[config.mk]
export PLATFORM = sky130hd
export DESIGN_NAME = hwstack_banked
export DESIGN_NICKNAME = d
export VERILOG_FILES = /design/src/rtl/hwstack_pkg.sv /design/src/rtl/hwstack_lifo.sv /design/src/rtl/hwstack_mode.sv /design/src/rtl/hwstack_flags.sv /design/src/rtl/hwstack_banked.sv
export SDC_FILE = /design/constraint.sdc
export NUM_CORES = 1
export LEC_CHECK = 0
export BUFFER_PORTS_ARGS = -buffer_cell sky130_fd_sc_hd__buf_4
export CORE_MARGIN = 1
export CORE_UTILIZATION = 45
export DETAILED_ROUTE_END_ITERATION = 10
export PLACE_DENSITY = 0.67
export REMOVE_ABC_BUFFERS = 1
export SYNTH_ARGS = -nofsm -noshare
export SYNTH_HDL_FRONTEND = slang
export SYNTH_SLANG_ARGS = --single-unit
[constraint.sdc]
create_clock -name clk -period 2.4 [get_ports clk]
set_input_delay 0.12 -clock clk [delete_from_list [all_inputs] [get_ports clk]]
set_output_delay 0.12 -clock clk [all_outputs]
set_load 0.03 [all_outputs]
[src/rtl/hwstack_pkg.sv]
package hwstack_pkg;

  localparam int NMODES = 3;

  typedef enum logic [1:0] {
    MODE_NORM = 2'd0,
    MODE_IRQ  = 2'd1,
    MODE_NMI  = 2'd2
  } mode_e;

  typedef enum logic [2:0] {
    OP_NONE = 3'd0,
    OP_CALL = 3'd1,
    OP_IRQ  = 3'd2,
    OP_NMI  = 3'd3,
    OP_RET  = 3'd4,
    OP_RETI = 3'd5
  } op_e;

endpackage

[src/rtl/hwstack_lifo.sv]
// Return-address storage: one write port, registered read, sticky edge errors.
module hwstack_lifo #(
  parameter int W     = 12,
  parameter int DEPTH = 4
) (
  input  logic                         clk,
  input  logic                         rst,
  input  logic                         push,
  input  logic                         pop,
  input  logic [W-1:0]                 wdata,
  output logic [W-1:0]                 rdata,
  output logic                         rvalid,
  output logic [$clog2(DEPTH+1)-1:0]   cnt,
  output logic                         full,
  output logic                         empty,
  output logic                         ovf,
  output logic                         udf
);
  localparam int CW = $clog2(DEPTH + 1);
  localparam int AW = (DEPTH > 1) ? $clog2(DEPTH) : 1;

  logic [W-1:0]  mem [DEPTH];
  logic [CW-1:0] cnt_m1;
  logic [AW-1:0] wr_idx;
  logic [AW-1:0] rd_idx;

  assign full   = (cnt == CW'(DEPTH));
  assign empty  = (cnt == '0);
  assign cnt_m1 = cnt - CW'(1);
  assign wr_idx = cnt[AW-1:0];
  assign rd_idx = cnt_m1[AW-1:0];

  // storage array, no reset so it maps onto RAM
  always_ff @(posedge clk) begin
    if (push && !full) mem[wr_idx] <= wdata;
  end

  always_ff @(posedge clk) begin
    if (rst) begin
      cnt <= '0;
    end else if (push && !full) begin
      cnt <= cnt + CW'(1);
    end else if (pop && !empty) begin
      cnt <= cnt_m1;
    end
  end

  // registered read port
  always_ff @(posedge clk) begin
    if (rst) begin
      rdata  <= '0;
      rvalid <= 1'b0;
    end else begin
      rvalid <= pop;
      if (pop) rdata <= empty ? '0 : mem[rd_idx];
    end
  end

  always_ff @(posedge clk) begin
    if (rst) begin
      ovf <= 1'b0;
      udf <= 1'b0;
    end else begin
      if (push && full) ovf <= 1'b1;
      if (pop && empty) udf <= 1'b1;
    end
  end

endmodule

[src/rtl/hwstack_mode.sv]
// Current processor mode plus the mode saved alongside each stack level.
module hwstack_mode
  import hwstack_pkg::*;
#(
  parameter int DEPTH = 4
) (
  input  logic                       clk,
  input  logic                       rst,
  input  logic                       push,
  input  logic                       pop,
  input  logic [$clog2(DEPTH+1)-1:0] cnt,
  input  logic                       go_irq,
  input  logic                       go_nmi,
  input  logic                       restore,
  output mode_e                      mode_q
);
  localparam int CW = $clog2(DEPTH + 1);
  localparam int AW = (DEPTH > 1) ? $clog2(DEPTH) : 1;

  mode_e         saved [DEPTH];
  logic [CW-1:0] cnt_m1;
  logic [AW-1:0] wr_idx;
  logic [AW-1:0] rd_idx;

  assign cnt_m1 = cnt - CW'(1);
  assign wr_idx = cnt[AW-1:0];
  assign rd_idx = cnt_m1[AW-1:0];

  // small side array in flops: read combinationally so the mode
  // switches on the same edge as the pop
  always_ff @(posedge clk) begin
    if (rst) begin
      for (int i = 0; i < DEPTH; i++) saved[i] <= MODE_NORM;
    end else if (push) begin
      saved[wr_idx] <= mode_q;
    end
  end

  always_ff @(posedge clk) begin
    if (rst) begin
      mode_q <= MODE_NORM;
    end else if (go_nmi) begin
      mode_q <= MODE_NMI;
    end else if (go_irq) begin
      mode_q <= MODE_IRQ;
    end else if (restore && pop) begin
      mode_q <= saved[rd_idx];
    end
  end

endmodule

[src/rtl/hwstack_flags.sv]
// One carry/zero pair per mode; the current mode selects read and write.
module hwstack_flags
  import hwstack_pkg::*;
(
  input  logic  clk,
  input  logic  rst,
  input  logic  wr,
  input  mode_e sel,
  input  logic  c_in,
  input  logic  z_in,
  output logic  c_out,
  output logic  z_out
);
  logic bank_c [NMODES];
  logic bank_z [NMODES];

  for (genvar m = 0; m < NMODES; m++) begin : g_bank
    always_ff @(posedge clk) begin
      if (rst) begin
        bank_c[m] <= 1'b0;
        bank_z[m] <= 1'b0;
      end else if (wr && (sel == mode_e'(m))) begin
        bank_c[m] <= c_in;
        bank_z[m] <= z_in;
      end
    end
  end

  always_comb begin
    c_out = 1'b0;
    z_out = 1'b0;
    for (int m = 0; m < NMODES; m++) begin
      if (sel == mode_e'(m)) begin
        c_out = bank_c[m];
        z_out = bank_z[m];
      end
    end
  end

endmodule

[src/rtl/hwstack_banked.sv]
// Return-address stack with mode-banked carry/zero flags.
module hwstack_banked
  import hwstack_pkg::*;
#(
  parameter int PC_W  = 12,
  parameter int DEPTH = 4
) (
  input  logic                       clk,
  input  logic                       rst,
  input  logic                       call_req,
  input  logic                       ret_req,
  input  logic                       irq_req,
  input  logic                       nmi_req,
  input  logic                       reti_req,
  input  logic [PC_W-1:0]            save_pc,
  input  logic                       flag_wr,
  input  logic                       c_in,
  input  logic                       z_in,
  output logic [PC_W-1:0]            ret_pc,
  output logic                       ret_valid,
  output logic                       c_out,
  output logic                       z_out,
  output logic [1:0]                 mode_o,
  output logic [$clog2(DEPTH+1)-1:0] level,
  output logic                       ovf,
  output logic                       udf
);
  op_e   op;
  mode_e mode;
  logic  push_ok, pop_rq, full, empty;
  logic  go_irq, go_nmi;

  // fixed priority among simultaneous requests
  always_comb begin
    if (nmi_req)       op = OP_NMI;
    else if (irq_req)  op = OP_IRQ;
    else if (call_req) op = OP_CALL;
    else if (reti_req) op = OP_RETI;
    else if (ret_req)  op = OP_RET;
    else               op = OP_NONE;
  end

  // acceptance depends on the mode in force before the edge
  assign push_ok = (op == OP_CALL) ||
                   ((op == OP_IRQ) && (mode == MODE_NORM)) ||
                   ((op == OP_NMI) && (mode != MODE_NMI));
  assign pop_rq  = (op == OP_RET) || (op == OP_RETI);
  assign go_irq  = (op == OP_IRQ) && (mode == MODE_NORM) && !full;
  assign go_nmi  = (op == OP_NMI) && (mode != MODE_NMI) && !full;

  hwstack_lifo #(
    .W     (PC_W),
    .DEPTH (DEPTH)
  ) u_lifo (
    .clk    (clk),
    .rst    (rst),
    .push   (push_ok),
    .pop    (pop_rq),
    .wdata  (save_pc),
    .rdata  (ret_pc),
    .rvalid (ret_valid),
    .cnt    (level),
    .full   (full),
    .empty  (empty),
    .ovf    (ovf),
    .udf    (udf)
  );

  hwstack_mode #(
    .DEPTH (DEPTH)
  ) u_mode (
    .clk     (clk),
    .rst     (rst),
    .push    (push_ok && !full),
    .pop     (pop_rq && !empty),
    .cnt     (level),
    .go_irq  (go_irq),
    .go_nmi  (go_nmi),
    .restore (op == OP_RETI),
    .mode_q  (mode)
  );

  hwstack_flags u_flags (
    .clk   (clk),
    .rst   (rst),
    .wr    (flag_wr),
    .sel   (mode),
    .c_in  (c_in),
    .z_in  (z_in),
    .c_out (c_out),
    .z_out (z_out)
  );

  assign mode_o = mode;

endmodule

Yosys cells after proc, flatten, opt, wreduce, memory -nomap -nowiden
Memories as Yosys holds them, arrays and structs flattened.
Index checks and enable logic that the tools add are counted.
{"block": "word_totals", "ff_bits": 20, "ram_bits": 62, "out_inout_bits": 22, "n_memories": 4}
{"memory": "u_lifo.mem", "depth": 4, "word_bits": 12, "rd": 1, "rd_ports_with_merged_regs": 0, "wr": 1, "line": "hwstack_lifo.sv:22", "rtl": "logic [W-1:0] mem [DEPTH];"}
{"memory": "u_mode.saved", "depth": 4, "word_bits": 2, "rd": 1, "rd_ports_with_merged_regs": 0, "wr": 4, "line": "hwstack_mode.sv:20", "rtl": "mode_e saved [DEPTH];"}
{"memory": "u_flags.bank_c", "depth": 3, "word_bits": 1, "rd": 3, "rd_ports_with_merged_regs": 0, "wr": 3, "line": "hwstack_flags.sv:14", "rtl": "logic bank_c [NMODES];"}
{"memory": "u_flags.bank_z", "depth": 3, "word_bits": 1, "rd": 3, "rd_ports_with_merged_regs": 0, "wr": 3, "line": "hwstack_flags.sv:15", "rtl": "logic bank_z [NMODES];"}
{"block": "op_classes", "n_addsub": 2, "eq_ne": 9, "muxes": 41, "bitwise_logic": 6, "n_reduce_logical": 24}
{"op": "1-bit 2-to-1 mux", "count": 28}
{"op": "3-bit 2-to-1 mux", "count": 7}
{"op": "1-bit logical AND", "count": 12}
{"op": "12-bit 2-to-1 mux", "count": 1}
{"op": "2-bit 2-to-1 mux", "count": 5}
{"op": "3-bit == test (second input constant)", "count": 3}
{"op": "3-bit by 2-bit == test with 1-bit output (second input constant)", "count": 2}
{"op": "1-bit bitwise OR", "count": 6}
{"op": "2-bit nonzero test", "count": 2}
{"op": "2-bit OR reduction", "count": 2}
{"op": "3-bit by 1-bit adder with 3-bit output (second input constant)", "count": 1}
{"op": "3-bit by 1-bit == test with 1-bit output (second input constant)", "count": 1}
{"op": "3-bit zero test", "count": 1}
{"op": "1-bit logical OR", "count": 3}
{"op": "3-bit nonzero test", "count": 1}
{"op": "3-bit by 1-bit subtractor with 3-bit output (second input constant)", "count": 1}
{"op": "2-bit by 1-bit == test with 1-bit output (second input constant)", "count": 1}
{"op": "2-bit == test (second input constant)", "count": 1}
{"op": "1-bit zero test", "count": 2}
{"op": "2-bit zero test", "count": 1}
{"op": "2-bit inequality test (second input constant)", "count": 1}

Depth between registers and ports, before layout
{"block": "depth", "ltp_word": 15, "depth_mapped": 9, "ltp_nobuf": 6}

Cells and area by module
A second synthesis with hierarchy kept.
{"block": "unflattened", "cells_unflattened": 242, "hier_area_um2": 3502.1}
{"mod": "hwstack_lifo", "n_inst": 1, "cells_per_inst": 159, "area_each_um2": 2575.0}
{"mod": "hwstack_mode", "n_inst": 1, "cells_per_inst": 43, "area_each_um2": 498.0}
{"mod": "hwstack_flags", "n_inst": 1, "cells_per_inst": 26, "area_each_um2": 352.8}
{"mod": "hwstack_banked", "n_inst": 1, "cells_per_inst": 14, "area_each_um2": 76.3}

Worst setup path after synthesis
Ideal clock, no wire load.
{"block": "synth_timing", "path_kind": "register to register", "start": "register u_lifo.cnt[0]", "end": "memory u_lifo.mem[3][0] (enable)", "setup_time_ns": 0.380, "arrival_ns": 2.442, "t_required_ns": 2.020, "slack_ns": -0.422, "path_stages_with_launch": 9, "path_buffers": 3, "period_less_slack_ns": 2.822, "cell_sequence": "dfxtp_1 > buf_4 > buf_2 > inv_1 > ha_1 > ha_1 > buf_2 > nand2b_1 > nor2_1"}
{"block": "synth_between", "elab_chain_len": 5}
{"element": "from (decl)", "line": "hwstack_lifo.sv:13", "rtl": "output logic [$clog2(DEPTH+1)-1:0] cnt,"}
{"element": "from (signal assigned)", "line": "hwstack_lifo.sv:42", "rtl": "cnt <= cnt + CW'(1);"}
{"element": "from (signal assigned)", "line": "hwstack_lifo.sv:44", "rtl": "cnt <= cnt_m1;"}
{"element": "3-bit == test", "line": "hwstack_lifo.sv:27", "rtl": "assign full = (cnt == CW'(DEPTH));"}
{"element": "1-bit zero test", "line": "hwstack_lifo.sv:35", "rtl": "if (push && !full) mem[wr_idx] <= wdata;"}
{"element": "1-bit logical AND", "line": "hwstack_lifo.sv:35"}
{"element": "1-bit 2-to-1 mux", "line": "hwstack_lifo.sv:35"}
{"element": "1-bit 2-to-1 mux (implied by the code)", "line": "hwstack_lifo.sv:35"}
{"element": "to (decl)", "line": "hwstack_lifo.sv:22"}
Several ways; a longest one is shown, not always the timed one.

==> results.md <==
* CP Launch Type: register
* FF-to-FF End: u_mode.saved[2][1]
* CP endpoint: u_mode.saved[2][1]
* Vias at around 2000
* Commonest cells post-synth: edfxtp_1 (62), nor2_1 (29), dfxtp_1 (20)
* Tcrit/Tclk final at between 80% and 90%
* Avg Inst Size Synth at about 15 µm²
* Area grow syn2layout at 22.0%
* Global-route wire length before repair at about 10000 µm
* Gate Count Post-Synth at between 200 and 250
* Placed Instances at between 300 and 400
* Initial antenna violation count at 0
* Seq/Total Area, Yosys at 66.0%
* Layout cells sized above 1 at about a third
* Non-filler cells, final at ~390
* Pin count of the biggest net entering global routing at 38
* Clock sink total at around 80
* Hold WC Path Type: in -> reg
* WS Path Type: reg -> reg
* WL per Instance at roughly 16 µm
* Max_cap viols at 0
* Crit. Startpoint: u_lifo.cnt[1]
* GRT Util Overall at between 15 and 20%
* Starting DRT DRC Count at 94
* Netlist Area Pre-Place at between 3000 and 4000 µm²
* Most common flop cell mapped by yosys: edfxtp_1
* Chip Width at roughly 90 µm
* Fmax at between 400 and 500 MHz
* Starting Density at between 40% and 50%
* Post CTS Setup Buffer Count at 0
* CTS tree: built
* Root buffer cell: clkbuf_8
* Port Buffers at 43
* GP Congestion at 0.793
* CTS Buffer Depth at 2
* Worst r2r src: u_lifo.cnt[1]
* Ys Warns at 0
* Crit path DAT at approximately 2.1 ns
* GR Overflow Total at 0
* Drt pass-1 iters at 4
* H-tree levels at 3
* Max-slew violations at 0
* Worst path required time at roughly 2.5 ns
* Min cycle time layout at around 2.1 ns
* Worst-skew pair later-pin latency at 0.35 ns
* Fraction of registers with async set/reset at 0%
* Most frequent cell after synthesis: edfxtp_1
* Top post-synthesis cells by area: edfxtp_1 (54%), dfxtp_1 (12%), mux4_2 (9.2%), nor2_1 (3.2%), a22oi_1 (2.6%)
* CORE AREA at 7290 µm²
* Met3 Wirelength at around 210 µm
* Flops & latches, synth at between 80 and 90
* Synth area leader: edfxtp_1
* Tightest Pin Transition at approximately 0.54 ns
* Top sig layer: met4
* Drt total wl at approximately 6400 µm
* Post-DRT Antenna Nets at 0
* I/O pins at 44
* Fin nets at around 320
* Final Hold Viols at 0
* Final setup violation count at 0
* M1 wire length at roughly 2800 µm
* R2R depth at 5
* Vias per cell at ~5.2
* Post-synth top area share at a little over half
* DIE AREA at ~8000 µm²
* TNS Setup at 0 ns
* Post-DP HPWL at ~4200 µm
* Die Ht at 89.3 µm
* Slew margin rel. at between 60 and 70%
* Num CTS Buffers at 9
* Status: finished clean
* Row count at 31
* DR WL met2 at 3280 µm
* Reg-to-reg setup timing slack at roughly 0.34 ns
* Clk slew on worst S/H paths at around 0.08 ns
* Final clock skew at around 0.0060 ns
* Hold depth at 3
* Max VDD drop at between 500 and 600 µV
* EDFF count, synth at 62
* P_leak at about 1.5 nW
* Vias in the first global route at 2078
* ANT cells at 0
* Crit-path max FO at 9
* DR DRC count at 0
* CP endpoint kind: register
* RSZ-0062 raised after global routing: false
* Pwr dens at just over 800 nW/µm²
* Synth cell types at 45
[routing by layer]
layer	global-route usage [%]	vias to the layer above
li1	-	982
met1	21.5	999
met4	7.22	0
met2	29.8	42
met3	5.26	9
met5	0	-
[power by group]
part	switching, mW	total [mW]	internal [mW]
combinational	0.452	0.837	0.385
clock	0.495	0.872	0.377
sequential	0.0575	1.76	1.71
[per-stage QoR]
step	hold WS [ns]	util (%)	total power, mW	setup WS (ns)	instance area [µm²]
floorplan	0.182	-	2.34	-0.617	3360
global placement	0.324	53.4	2.61	0.429	3890
detailed placement	0.328	53.4	2.63	0.344	3890
CTS	0.0497	57.3	3.51	0.337	4180
global route	0.0606	57.3	3.64	0.176	4180
finish	0.0610	57.3	3.47	0.341	4180
[area by class of cell]
class	instances	area, µm²
fill	598	3110
sequential	82	2260
multi-input combinational	124	1080
timing repair buffer	66	526
clock buffer	10	128
tap	99	124
clock inverter	6	42.5
inverter	4	15.0
[cell families (layout without fill, tap and decap cells)]
logic type / Yosys count / count (layout) / synth area share, %
DFF: 82 / 82 / 66.0
and+or+nand+nor: 65 / 65 / 10.8
AOI/OAI and AO/OA: 34 / 34 / 7.92
muxes: 19 / 19 / 10.7
buffers and inverters: 18 / 86 / 2.34
adders and majority gates: 6 / 6 / 2.19
[placed cells by master (no fill, tap or decap), drive strengths merged, types with 2 or more instances in the layout]
cell          n
mux2          2
o21bai        2
nand2         7
a21o          3
dlygate4sd3  12
dfxtp        20
a21oi         4
nor4          2
or3           2
clkbuf       10
ha            6
clkinvlp      2
mux2i         3
nor3          4
inv           5
clkinv        3
nor3b         3
nand2b        3
and2          3
mux4         14
nor4b         3
nor2         30
a31o          2
edfxtp       62
o21ai         3
buf          54
a22oi        12
nor2b         3
[worst max-delay path, cell delays in order, from the launching register on]
cell,delay (ns)
dfxtp_1,0.44
inv_1,0.12
ha_1,0.23
ha_1,0.31
nand2b_1,0.35
o21bai_1,0.30
[worst min-delay path by stage]
stage,start,to,slack (ns)
after floorplan,rst,u_lifo.cnt[2],0.18
after global placement,save_pc[5],u_lifo.mem[1][5],0.32
after detailed placement,save_pc[7],u_lifo.mem[0][7],0.33
after CTS,irq_req,u_mode.mode_q[0],0.05
after global routing,irq_req,u_mode.mode_q[0],0.06
final,irq_req,u_mode.mode_q[0],0.06
[state kept, by name (all words and copies together) (netlist names)]
name            count
u_lifo.mem         48
u_lifo.rdata       12
u_mode.saved        8
u_flags.bank_c      3
u_flags.bank_z      3
u_lifo.cnt          3
u_mode.mode_q       2
u_lifo.ovf          1
u_lifo.rvalid       1
u_lifo.udf          1
[what timing repair did]
| item | 4_1_cts | 5_1_grt |
|---|---|---|
| hold endpoints to repair | 48 | 0 |
| gates resized for setup | 0 | 0 |
| hold buffers | 12 | 0 |
| setup endpoints to repair | 0 | 0 |
(Power assumes the default switching activity.)
